### config.mk
export PLATFORM = sky130hd
export DESIGN_NAME = opaddr_gen
export DESIGN_NICKNAME = d
export VERILOG_FILES = /design/src/rtl/opaddr_pkg.sv /design/src/rtl/opaddr_ctrl.sv /design/src/rtl/opaddr_dp.sv /design/src/rtl/opaddr_gen.sv
export SDC_FILE = /design/constraint.sdc
export NUM_CORES = 1
export LEC_CHECK = 0
export BUFFER_PORTS_ARGS = -buffer_cell sky130_fd_sc_hd__buf_2
export CORE_MARGIN = 1.5
export CORE_UTILIZATION = 32
export CTS_CLUSTER_SIZE = 24
export DETAILED_ROUTE_END_ITERATION = 6
export PLACE_DENSITY = 0.68
export SLEW_MARGIN = 30
export SYNTH_ARGS = -nofsm -noshare
export SYNTH_HDL_FRONTEND = slang
export SYNTH_SLANG_ARGS = --single-unit
### constraint.sdc
create_clock -name clk -period 0.94 [get_ports clk]
set_input_delay 0 -clock clk [delete_from_list [all_inputs] [get_ports clk]]
set_output_delay 0 -clock clk [all_outputs]
set_load 0.01 [all_outputs]
### src/rtl/opaddr_pkg.sv
package opaddr_pkg;
  localparam int DATA_W    = 32;
  localparam int WIDE_W    = 15;
  localparam int NARROW_W  = 11;
  localparam int SCALE_SH  = 3;
  localparam int LOC_W     = 3;

  typedef struct packed {
    logic aScratch;
    logic aWide;
    logic bImm;
    logic cScratch;
    logic cWide;
  } addr_ctrl_t;
endpackage

### src/rtl/opaddr_ctrl.sv
module opaddr_ctrl
  import opaddr_pkg::*;
#(
  parameter int LW = LOC_W
) (
  input  logic [LW-1:0] locA,
  input  logic [LW-1:0] locB,
  input  logic [LW-1:0] locC,
  output addr_ctrl_t    ctrl
);
  localparam logic [LW-1:0] A_WIDE_CODE  = LW'(4);
  localparam logic [LW-1:0] B_IMM_FIRST  = LW'(6);
  localparam logic [LW-1:0] C_WIDE_CODE  = LW'(0);
  localparam logic [LW-1:0] C_REG_FIRST  = LW'(4);

  always_comb begin
    ctrl.aScratch = locA[LW-1];
    ctrl.aWide    = (locA == A_WIDE_CODE);
    ctrl.bImm     = (locB >= B_IMM_FIRST);
    ctrl.cScratch = (locC < C_REG_FIRST);
    ctrl.cWide    = (locC == C_WIDE_CODE);
  end
endmodule

### src/rtl/opaddr_dp.sv
module opaddr_dp
  import opaddr_pkg::*;
#(
  parameter int DW = DATA_W,
  parameter int WW = WIDE_W,
  parameter int NW = NARROW_W,
  parameter int SH = SCALE_SH
) (
  input  logic          clk,
  input  logic          rst_n,
  input  logic          inValid,
  input  addr_ctrl_t    ctrl,
  input  logic [DW-1:0] regAVal,
  input  logic [DW-1:0] regCVal,
  input  logic [DW-1:0] maskA,
  input  logic [DW-1:0] imm1,
  output logic          outValid,
  output logic          aFromScratch,
  output logic [DW-1:0] aAddr,
  output logic          bFromImm,
  output logic          cToScratch,
  output logic [DW-1:0] cAddr
);
  localparam logic [DW-1:0] WIDE_MASK   = DW'((64'd1 << WW) - 64'd1);
  localparam logic [DW-1:0] NARROW_MASK = DW'((64'd1 << NW) - 64'd1);
  localparam logic [DW-1:0] SP_LIMIT    = DW'(64'd1 << (WW + SH));

  logic [DW-1:0] aMixed, cMixed, aNext, cNext;

  function automatic logic [DW-1:0] scratchAddr(input logic [DW-1:0] v, input logic wide);
    logic [DW-1:0] m;
    m = wide ? WIDE_MASK : NARROW_MASK;
    return (v & m) << SH;
  endfunction

  always_comb begin
    aMixed = regAVal ^ maskA;
    cMixed = imm1 ^ regCVal;
    aNext  = ctrl.aScratch ? scratchAddr(aMixed, ctrl.aWide) : aMixed;
    cNext  = ctrl.cScratch ? scratchAddr(cMixed, ctrl.cWide) : '0;
  end

  always_ff @(posedge clk) begin
    if (!rst_n) begin
      outValid     <= 1'b0;
      aFromScratch <= 1'b0;
      aAddr        <= '0;
      bFromImm     <= 1'b0;
      cToScratch   <= 1'b0;
      cAddr        <= '0;
    end else begin
      outValid <= inValid;
      if (inValid) begin
        aFromScratch <= ctrl.aScratch;
        aAddr        <= aNext;
        bFromImm     <= ctrl.bImm;
        cToScratch   <= ctrl.cScratch;
        cAddr        <= cNext;
      end
    end
  end

  AST_VALID_FOLLOWS: assert property (@(posedge clk) disable iff (!rst_n)
    inValid |=> outValid);
  AST_A_SP_ALIGNED: assert property (@(posedge clk) disable iff (!rst_n)
    aFromScratch |-> (aAddr[SH-1:0] == '0 && aAddr < SP_LIMIT));
  AST_C_SP_ALIGNED: assert property (@(posedge clk) disable iff (!rst_n)
    cToScratch |-> (cAddr[SH-1:0] == '0 && cAddr < SP_LIMIT));
  AST_C_REG_ZERO: assert property (@(posedge clk) disable iff (!rst_n)
    !cToScratch |-> cAddr == '0);
  AST_HOLD_IDLE: assert property (@(posedge clk) disable iff (!rst_n)
    (!inValid && $past(rst_n)) |=> $stable(aAddr) && $stable(cAddr));
endmodule

### src/rtl/opaddr_gen.sv
module opaddr_gen
  import opaddr_pkg::*;
(
  input  logic        clk,
  input  logic        rst_n,
  input  logic        inValid,
  input  logic [2:0]  locA,
  input  logic [2:0]  locB,
  input  logic [2:0]  locC,
  input  logic [31:0] regAVal,
  input  logic [31:0] regCVal,
  input  logic [31:0] maskA,
  input  logic [31:0] imm1,
  output logic        outValid,
  output logic        aFromScratch,
  output logic [31:0] aAddr,
  output logic        bFromImm,
  output logic        cToScratch,
  output logic [31:0] cAddr
);
  addr_ctrl_t ctrl;

  opaddr_ctrl #(.LW(LOC_W)) u_ctrl (
    .locA(locA), .locB(locB), .locC(locC), .ctrl(ctrl)
  );

  opaddr_dp #(.DW(DATA_W), .WW(WIDE_W), .NW(NARROW_W), .SH(SCALE_SH)) u_dp (
    .clk(clk), .rst_n(rst_n), .inValid(inValid), .ctrl(ctrl),
    .regAVal(regAVal), .regCVal(regCVal), .maskA(maskA), .imm1(imm1),
    .outValid(outValid), .aFromScratch(aFromScratch), .aAddr(aAddr),
    .bFromImm(bFromImm), .cToScratch(cToScratch), .cAddr(cAddr)
  );
endmodule

==> results by group, run 1 <==
Placed design
  – Global placement routability congestion: 0.709
  – IO Port Bufs: 155
  – Post-DP Area: 3360 µm²
  – Pre-CTS setup slack: -36.5 ps
  – Post-DP HPWL: roughly 4700 µm

Yosys
  – Mapped Area: 2510 µm²
  – Synth Area in XOR/XNOR: 16.4%
  – Yosys cell types: 24
  – Synth Register Bits: just over 50
  – Synth warn: 0
  – Post-synth EDFFs: 0
  – Main combinational cell family by area after synthesis: XOR/XNOR gates
  – Post-Synth Simple-Gate Area: 15.1%
  – Top-count cell post-synth: dfxtp_1
  – Top cell type's share of synthesized area: 40.7%
  – Commonest cells in the netlist: dfxtp_1, xnor2_1, and2_1, inv_1, o22ai_1
  – Ys flop type: dfxtp_1
  – Fraction of registers with async set/reset: 0%
  – Synth top area cells: dfxtp_1, xnor2_1, and2_1
  – Post-Synth Adder-Cell Area: 0%
  – Compound-Gate Fraction of Synth Area: 14.3%
  – Seq/Total Area, Yosys: 40.7%
  – Multiplexer share of the synthesized area: 0.399%
  – Cell taking the most area after synthesis: dfxtp_1
  – Post-Synthesis Cells: 266
  – Syn Area/Cell: 9.44 µm²

Cells and area
  – Fin area: 3470 µm²
  – Layout cell share with drive strength beyond 1: 41.2%
  – Multi-input logic area: around 1200 µm²
  – Sequential Area: 1020 µm²
  – Fill count: 788
  – Antenna diodes: 0
  – Layout net count: 566
  – Area growth, synth to finish: 38.0%
  – Finished Core Util: 45.3%

Worst setup path
  – Startpoint Class: register
  – Delay-heaviest family, CP: flip-flops
  – Critical-path top delay cell: dfxtp_1
  – Buf/Inv on CP: 1
  – Setup crit end kind: output port
  – Critical Path RT: 940 ps
  – Critical Path Fanout Max: 2
  – Crit path kind: reg -> out
  – CP max stage delay: 350 ps
  – Worst EP arrival: 790 ps
  – Ordered list of cells on the worst path: buf_2

Clocking
  – Post_cts resized: 0
  – Buffer levels on the longest clock path: 2
  – Clk_lat worst skew: 290 ps
  – TritonCTS Sinks: 51
  – TritonCTS clock tree: built
  – Total CTS buffers: 5
  – CTS root buffer: clkbuf_8
  – Setup bufs post-CTS: 0
  – CTS HTree Levels: 2
  – Clock slew at reported path FFs: about 90 ps
  – Post-CTS Hold Buffers: 2

Global route
  – Initial antenna violation count: 0
  – First-pass GRT wire length: 9980 µm
  – Largest net degree at the start of global routing: 22
  – Congestion Overflow GR: 0
  – Total track usage: 14.6%
  – Vias in the first global route: 2190

Floorplanning
  – Std-Cell Rows: 32
  – Core footprint: 7650 µm²
  – Die area: around 8400 µm²
  – Die H: 91.6 µm
  – Io pins: 208
  – Initial Util: 32.8%
  – Die Wd: 91.6 µm

Timing
  – Final period utilization: between 80 and 90%
  – Final Skew: 0 ps
  – Worst setup margin: ~150 ps
  – Fin Hold WS: 15.7 ps
  – F_max: between 1000 and 1500 MHz
  – Fin crit period: 789 ps
  – Final Hold Viols: 0
  – Setup TNS: 0 ps
  – Final setup violation count: 0
  – Max-slew violations: 0
  – RSZ-0062 raised after global routing: false

Detailed routing
  – DR iter-0 viols: 39
  – Post-Route WL: ~6200 µm
  – Antenna Violating Nets Remaining: 0
  – Via count: approximately 2300
  – DRT Pass-1 Iters: 4
  – Via density: 4.42
  – Avg WL per Cell: 11.7 µm
  – Residual DRC: 0

Power
  – Pwr per Cell Area: 1320 nW/µm²
  – Pleak: 0.00164 µW
  – Cell Int Power: 3340 µW
  – Sw Pwr: 1240 µW
  – Seq pwr share: between 50% and 60%
  – Comb power frac: 22.2%
  – Max rail drop VDD: 0.000515 V
  – Net Sw Frac: 27.1%
  – Clock network power share: 26.8%

Job
  – Max-Cap Viols: 0

Status
  – Status: finished, final reports clean

Min path
  – Hold/Removal Path Class: in -> reg
-- stage by stage --
stage,cells,total power (µW)
floorplan,282,2980
global placement,519,3390
detailed placement,519,3410
CTS,529,4660
global route,529,4860
finish,529,4580
-- sequential cells by signal, indices dropped and copies added, names as in the netlist --
register           count
u_dp.bFromImm          1
u_dp.aAddr            32
u_dp.aFromScratch      1
u_dp.cAddr            15
u_dp.cToScratch        1
u_dp.outValid          1
-- kinds of logic after synthesis --
logic type | after synthesis
compound gates | 49
xor+xnor | 47
flops | 51
simple gates | 56
mux | 1
buf+inv | 61
other cells | 1
-- tightest hold or removal path, stage by stage --
cell,delay [ps]
buf_2,80
xnor2_1,70
o221ai_1,130
-- area by class of cell --
type | instances | area share [%]
Multi-Input combinational cell | 170 | 35.3
Sequential cell | 51 | 29.5
Timing Repair Buffer | 170 | 26.1
Tap cell | 102 | 3.68
Inverter | 28 | 3.03
Clock buffer | 7 | 2.20
Clock inverter | 1 | 0.144
-- per-layer routing --
| layer | share of wire (%) | wire [µm] | vias up | track usage (%) |
|---|---|---|---|---|
| met1 | 42 | 2620 | 1052 | 17.2 |
| met5 | 0 | 0 | - | 0 |
| li1 | - | - | 1182 | - |
| met4 | 0.79 | 49 | 0 | 3.52 |
| met2 | 49 | 3050 | 100 | 26.8 |
| met3 | 7.4 | 458 | 5 | 3.18 |
-- power by group through the flow --
stage,logic (µW),clock network [µW],registers (µW)
2_1_floorplan,534,0,2440
3_3_place_gp,1000,0,2380
3_5_place_dp,1020,0,2390
4_1_cts,1030,1300,2340
5_1_grt,1120,1390,2350
6_report,1020,1220,2330
-- cells in the final DEF, fill, tap and decap left out, drive strengths merged --
master,netlist,final
buf,29,168
dfxtp,51,51
xnor2,43,43
and2,29,29
inv,28,28
o22ai,28,28
conb,1,17
nand3b,16,16
o221ai,15,15
clkbuf,4,7
xor2,4,4
a22o,4,4
nand2b,3,3
nand3,3,3
nor2b,2,2
dlygate4sd3,0,2
nor2,1,1
nor4b,1,1
nand2,1,1
o211a,1,1
a21boi,1,1
mux2i,1,1
clkinv,0,1
-- path summary, 6_finish.rpt --
kind,startpoint,to,slack (ps),depth (start not counted)
worst max-delay path,u_dp.cAddr[5]$_SDFFE_PN0P_,cAddr[5],150,1
worst min-delay path,regAVal[14],u_dp.aAddr[17]$_SDFFE_PN0P_,20,3
worst min register to register,u_dp.bFromImm$_SDFFE_PN0P_,u_dp.bFromImm$_SDFFE_PN0P_,480,2
worst max register to register,u_dp.cAddr[5]$_SDFFE_PN0P_,u_dp.cAddr[5]$_SDFFE_PN0P_,210,3
Power figures use the tool's default switching activity.
==> run 2, diff against run 1 <==
Clock period 0.94 ns to 0.8 ns, I/O delays scaled along.
==> run 2 against run 1 <==
Net effect:
- critical endpoint is now aAddr[1]
- register-to-register slack got worse by 150 ps
- clock power increased by 52%
- critical path depth unchanged
- routed wire length increased by 0.52%
- sequential power increased by 19%
- utilization increased by 2.0 points
- cell count unchanged
==> results by group, run 2 (synthesis gave the netlist of run 1 again) <==
Clocking
  – CTS HTree Levels: 2 (unchanged)
  – Total CTS buffers: 5 (unchanged)
  – Clock slew at reported path FFs: 90 ps (about the same)
  – CTS root buffer: clkbuf_8 (unchanged)
  – Clk_lat worst skew: 290 ps (about the same)
  – TritonCTS Sinks: 51 (unchanged)
  – Buffer levels on the longest clock path: 2 (unchanged)
  – TritonCTS clock tree: built (unchanged)

Timing
  – RSZ-0062 raised after global routing: true (was false)
  – Fin crit period: between 700 and 800 ps
  – Max-slew violations: 0 (unchanged)
  – Fin Hold WS: 13.2 ps (was 15.7 ps)
  – Final period utilization: 95.8%
  – Final Hold Viols: 0 (unchanged)
  – Final setup violation count: 0 (unchanged)
  – F_max: 1300 MHz
  – Worst setup margin: 33.5 ps (was 151 ps)
  – Final Skew: 0 ps (unchanged)

Detailed routing
  – Avg WL per Cell: 11.7 µm (about the same)
  – DRT Pass-1 Iters: 4 (unchanged)
  – Post-Route WL: 6210 µm (was 6180 µm)
  – Antenna Violating Nets Remaining: 0 (unchanged)
  – DR iter-0 viols: 39 (unchanged)
  – Via count: 2338 (was 2339)
  – Residual DRC: 0 (unchanged)
  – Via density: 4.42 (about the same)

Worst setup path
  – Worst EP arrival: 770 ps (was 790 ps)
  – Ordered list of cells on the worst path: buf_2 (unchanged)
  – Critical-path top delay cell: dfxtp_2 (was dfxtp_1)
  – Startpoint Class: register (unchanged)
  – Delay-heaviest family, CP: flip-flops (unchanged)
  – Buf/Inv on CP: 1 (unchanged)
  – Crit path kind: reg -> out (unchanged)
  – CP max stage delay: 350 ps (about the same)
  – Critical Path Fanout Max: 2 (unchanged)
  – Setup crit end kind: output port (unchanged)
  – Critical Path RT: 800 ps (was 940 ps)

Cells and area
  – Biggest register: u_dp.aAddr (unchanged)
  – Layout net count: 566 (unchanged)
  – Multi-input logic area: 1220 µm² (unchanged)
  – Largest regs: u_dp.aAddr x32, u_dp.cAddr x15 (unchanged)
  – Sequential Area: 1070 µm² (was 1020 µm²)
  – Most frequent cells in the layout: buf_2, xnor2_1, dfxtp_2 (was buf_2, dfxtp_1, xnor2_1)
  – Commonest non-fill, non-tap cell in the layout: buf_2 (unchanged)
  – Finished Core Util: 47.3% (was 45.3%)
  – Fin area: 3620 µm² (was 3470 µm²)
  – Area growth, synth to finish: 44.1% (was 38.0%)
  – Fill count: 781 (was 788)
  – Antenna diodes: 0 (unchanged)
  – Layout cell share with drive strength beyond 1: 51.8% (was 41.2%)
  – Largest register FFs: 32 (unchanged)

Placed design
  – Pre-CTS setup slack: -172 ps (was -36.5 ps)
  – Post-DP HPWL: 4810 µm (was 4740 µm)
  – IO Port Bufs: 155 (unchanged)
  – Global placement routability congestion: 0.687 (was 0.709)
  – Post-DP Area: 3360 µm² (about the same)

Floorplanning
  – Die area: 8390 µm² (unchanged)
  – Die H: 91.6 µm (unchanged)
  – Die Wd: 91.6 µm (unchanged)
  – Io pins: 208 (unchanged)
  – Core footprint: 7650 µm² (unchanged)
  – Std-Cell Rows: 32 (unchanged)
  – Initial Util: 32.8% (unchanged)

Global route
  – Initial antenna violation count: 0 (unchanged)
  – Total track usage: 14.5% (was 14.6%)
  – First-pass GRT wire length: 9800 µm (was 9980 µm)
  – Congestion Overflow GR: 0 (unchanged)
  – Vias in the first global route: 2248 (was 2190)
  – Largest net degree at the start of global routing: 26 (was 22)

Min path
  – Hold/Removal Path Class: in -> reg (unchanged)

Power
  – Max rail drop VDD: 0.00105 V (was 0.000515 V)
  – Pleak: 0.00168 µW (was 0.00164 µW)
  – Pwr per Cell Area: 1620 nW/µm² (was 1320 nW/µm²)
  – Tot Pwr: 5860 µW (was 4580 µW)

Job
  – Max-Cap Viols: 0 (unchanged)

Status
  – Status: finished, final reports clean (unchanged)
-- run 2: cell count changes in the layout (fill, tap and decap cells not counted) --
cell,change
buf_2,-10
dfxtp_2,+43
buf_6,+10
clkbuf_8,+1
dfxtp_1,-43
bufinv_16,+1
clkbuf_1,-2
-- run 2: final cells by class --
type                       count  share of cell area [%]
clock buffer                   6                    2.28
clock inverter                 2                   0.968
inverter                      28                    2.90
multi-input combinational    170                    33.9
sequential                    51                    29.7
tap                          102                    3.53
timing repair buffer         170                    26.8
-- run 2: repair_timing --
item                                   in CTS  in global routing
setup buffers                               0                  1
setup endpoints to repair                   4                 44
pin swaps                                   0                  0
gates cloned                                0                  0
resized for setup                           4                 50
endpoints found under the hold margin       1                  0
hold buffers                                2                  0
-- run 2: report_power, final --
part           leakage [µW]  total (µW)  switching, µW  internal (µW)
Sequential         0.000435        2780           73.8           2700
Clock             0.0000612        1850            835           1010
Combinational       0.00119        1240            575            667
-- run 2: per-layer routing --
| layer | track usage (%) | share of wire (%) |
|---|---|---|
| met5 | 0 | 0 |
| met3 | 3.60 | 7.5 |
| met2 | 27.1 | 50 |
| met1 | 16.1 | 42 |
| met4 | 3.78 | 1.1 |
-- run 2: path summary, 6_finish.rpt --
kind                                                  start                            to  slack [ps]  cells after the start
worst max-delay path             u_dp.aAddr[1]$_SDFFE_PN0P_                      aAddr[1]          30                      1
worst min-delay path                                locC[2]  u_dp.cToScratch$_SDFFE_PN0P_          10                      3
worst max register to register  u_dp.aAddr[15]$_SDFFE_PN0P_   u_dp.aAddr[15]$_SDFFE_PN0P_          60                      3
worst min register to register  u_dp.cAddr[15]$_SDFFE_PN0P_   u_dp.cAddr[15]$_SDFFE_PN0P_         480                      1
-- run 2: per-stage QoR --
step | instances | TNS [ps]
final | 529 | 0
after global routing | 529 | -8.25
after CTS | 528 | 0
after detailed placement | 518 | -5120
after global placement | 518 | -4910
after floorplan | 282 | 0
==> run 3, diff against run 2 <==
Clock period 0.8 ns to 0.95 ns, I/O delays scaled along.
==> run 3 against run 2 <==
Net effect:
- cell count is 0.38% lower
- register-to-register slack better by 190 ps
- combinational power down 19%
- clock power is 38% lower
- clock skew did not move
- first-iteration DRC count is 7.7% lower
- critical path depth unchanged
- utilization is 2.1 points lower
- non-clock buffer count unchanged
- highest routed layer unchanged
- worst hold slack improved by 11 ps
- largest power group unchanged
- sequential power is 17% lower
- clock-buffer cell count stayed put
==> results by group, run 3 (synthesis gave the netlist of run 1 again) <==
Status
  – Status: finished, final reports clean (unchanged)

Cells and area
  – Antenna diodes: 0 (unchanged)
  – Largest register FFs: 32 (unchanged)
  – Area growth, synth to finish: 37.7% (was 44.1%)
  – Commonest non-fill, non-tap cell in the layout: buf_2 (unchanged)
  – Finished Core Util: 45.2% (was 47.3%)
  – Biggest register: u_dp.aAddr (unchanged)
  – Largest regs: u_dp.aAddr x32, u_dp.cAddr x15 (unchanged)
  – Layout cell share with drive strength beyond 1: 41.2% (was 51.8%)
  – Layout net count: 566 (unchanged)
  – Final Non-Filler Cells: 527 (was 529)
  – Most frequent cells in the layout: buf_2, dfxtp_1, xnor2_1 (was buf_2, xnor2_1, dfxtp_2)

Worst setup path
  – Critical Path Fanout Max: 2 (unchanged)
  – Ordered list of cells on the worst path: buf_2 (unchanged)
  – CP max stage delay: 340 ps (was 350 ps)
  – Worst EP arrival: 790 ps (was 770 ps)
  – Startpoint Class: register (unchanged)
  – Critical-path top delay cell: dfxtp_1 (was dfxtp_2)
  – Delay-heaviest family, CP: flip-flops (unchanged)
  – Crit path kind: reg -> out (unchanged)
  – Buf/Inv on CP: 1 (unchanged)
  – Setup crit end kind: output port (unchanged)
  – Critical Path RT: 950 ps (was 800 ps)

Placed design
  – Post-DP HPWL: 4790 µm (was 4810 µm)
  – DP Cell Count: 519 (was 518)
  – Pre-CTS setup slack: 1.26 ps (was -172 ps)
  – Global placement routability congestion: 0.695 (was 0.687)
  – IO Port Bufs: 155 (unchanged)

Floorplanning
  – Die area: 8390 µm² (unchanged)
  – Die Wd: 91.6 µm (unchanged)
  – Io pins: 208 (unchanged)
  – Core footprint: 7650 µm² (unchanged)
  – Std-Cell Rows: 32 (unchanged)
  – Die H: 91.6 µm (unchanged)
  – Initial Util: 32.8% (unchanged)

Detailed routing
  – Avg WL per Cell: 11.7 µm (about the same)
  – Residual DRC: 0 (unchanged)
  – DR iter-0 viols: 36 (was 39)
  – Via count: 2313 (was 2338)
  – Antenna Violating Nets Remaining: 0 (unchanged)
  – Via density: 4.39 (was 4.42)
  – Post-Route WL: 6140 µm (was 6210 µm)
  – DRT Pass-1 Iters: 3 (was 4)

Clocking
  – Setup bufs post-CTS: 0 (unchanged)
  – Buffer levels on the longest clock path: 2 (unchanged)
  – Post_cts resized: 0 (was 4)
  – Post-CTS Hold Buffers: 2 (unchanged)
  – Clk_lat worst skew: 290 ps (about the same)
  – TritonCTS clock tree: built (unchanged)
  – Clock slew at reported path FFs: 90 ps (about the same)
  – CTS root buffer: clkbuf_8 (unchanged)
  – Total CTS buffers: 5 (unchanged)
  – TritonCTS Sinks: 51 (unchanged)
  – CTS HTree Levels: 2 (unchanged)

Timing
  – F_max: roughly 1300 MHz
  – Final Hold Viols: 0 (unchanged)
  – Final setup violation count: 0 (unchanged)
  – Fin crit period: between 700 and 800 ps
  – Final Skew: 0 ps (unchanged)
  – Setup TNS: 0 ps (unchanged)
  – Worst setup margin: 163 ps (was 33.5 ps)
  – Final period utilization: a little over 80%
  – Max-slew violations: 0 (unchanged)
  – RSZ-0062 raised after global routing: false (was true)

Power
  – Tot Pwr: 4470 µW (was 5860 µW)
  – Pwr per Cell Area: 1290 nW/µm² (was 1620 nW/µm²)
  – Max rail drop VDD: 0.000483 V (was 0.00105 V)
  – Pleak: 0.00163 µW (was 0.00168 µW)

Global route
  – Total track usage: 14.6% (was 14.5%)
  – Initial antenna violation count: 0 (unchanged)
  – Vias in the first global route: 2252 (was 2248)
  – Congestion Overflow GR: 0 (unchanged)
  – First-pass GRT wire length: 9940 µm (was 9800 µm)
  – Largest net degree at the start of global routing: 20 (was 26)

Min path
  – Hold/Removal Path Class: in -> reg (unchanged)

Job
  – Max-Cap Viols: 0 (unchanged)
run 3: power by group:
group / total, µW / switching (µW) / leakage, µW / internal, µW
Combinational: 1010 / 480 / 0.00118 / 528
Sequential: 2310 / 53.8 / 0.000417 / 2260
Clock: 1150 / 661 / 0.0000371 / 493
run 3: path summary, 6_finish.rpt:
kind	end	start	depth (start not counted)	slack, ps
max	aAddr[25]	u_dp.aAddr[25]$_SDFFE_PN0P_	1	160
max reg2reg	u_dp.aAddr[20]$_SDFFE_PN0P_	u_dp.aAddr[20]$_SDFFE_PN0P_	3	250
min reg2reg	u_dp.bFromImm$_SDFFE_PN0P_	u_dp.bFromImm$_SDFFE_PN0P_	2	470
min	u_dp.cToScratch$_SDFFE_PN0P_	locC[2]	3	20
run 3: per-layer routing:
metal  vias up  wire length (µm)  global-route usage (%)
li1       1175                 -                       -
met1      1034              2610                    16.7
met2        98              3020                    26.9
met3         6               469                    3.77
met4         0                48                    3.13
met5         -                 0                       0
run 3: stage by stage:
step | hold slack (ps) | cell area (µm²)
finish | 24.1 | 3460
floorplan | 163 | 2570
CTS | 8.02 | 3460
detailed placement | 296 | 3360
global route | 37.8 | 3460
global placement | 278 | 3360
run 3: area by class of cell:
class	count	area (µm²)
Clock buffer	6	72.6
Inverter	28	105
Tap cell	102	128
Timing Repair Buffer	170	906
Multi-Input combinational cell	170	1220
Sequential cell	51	1020
Fill cell	750	4190
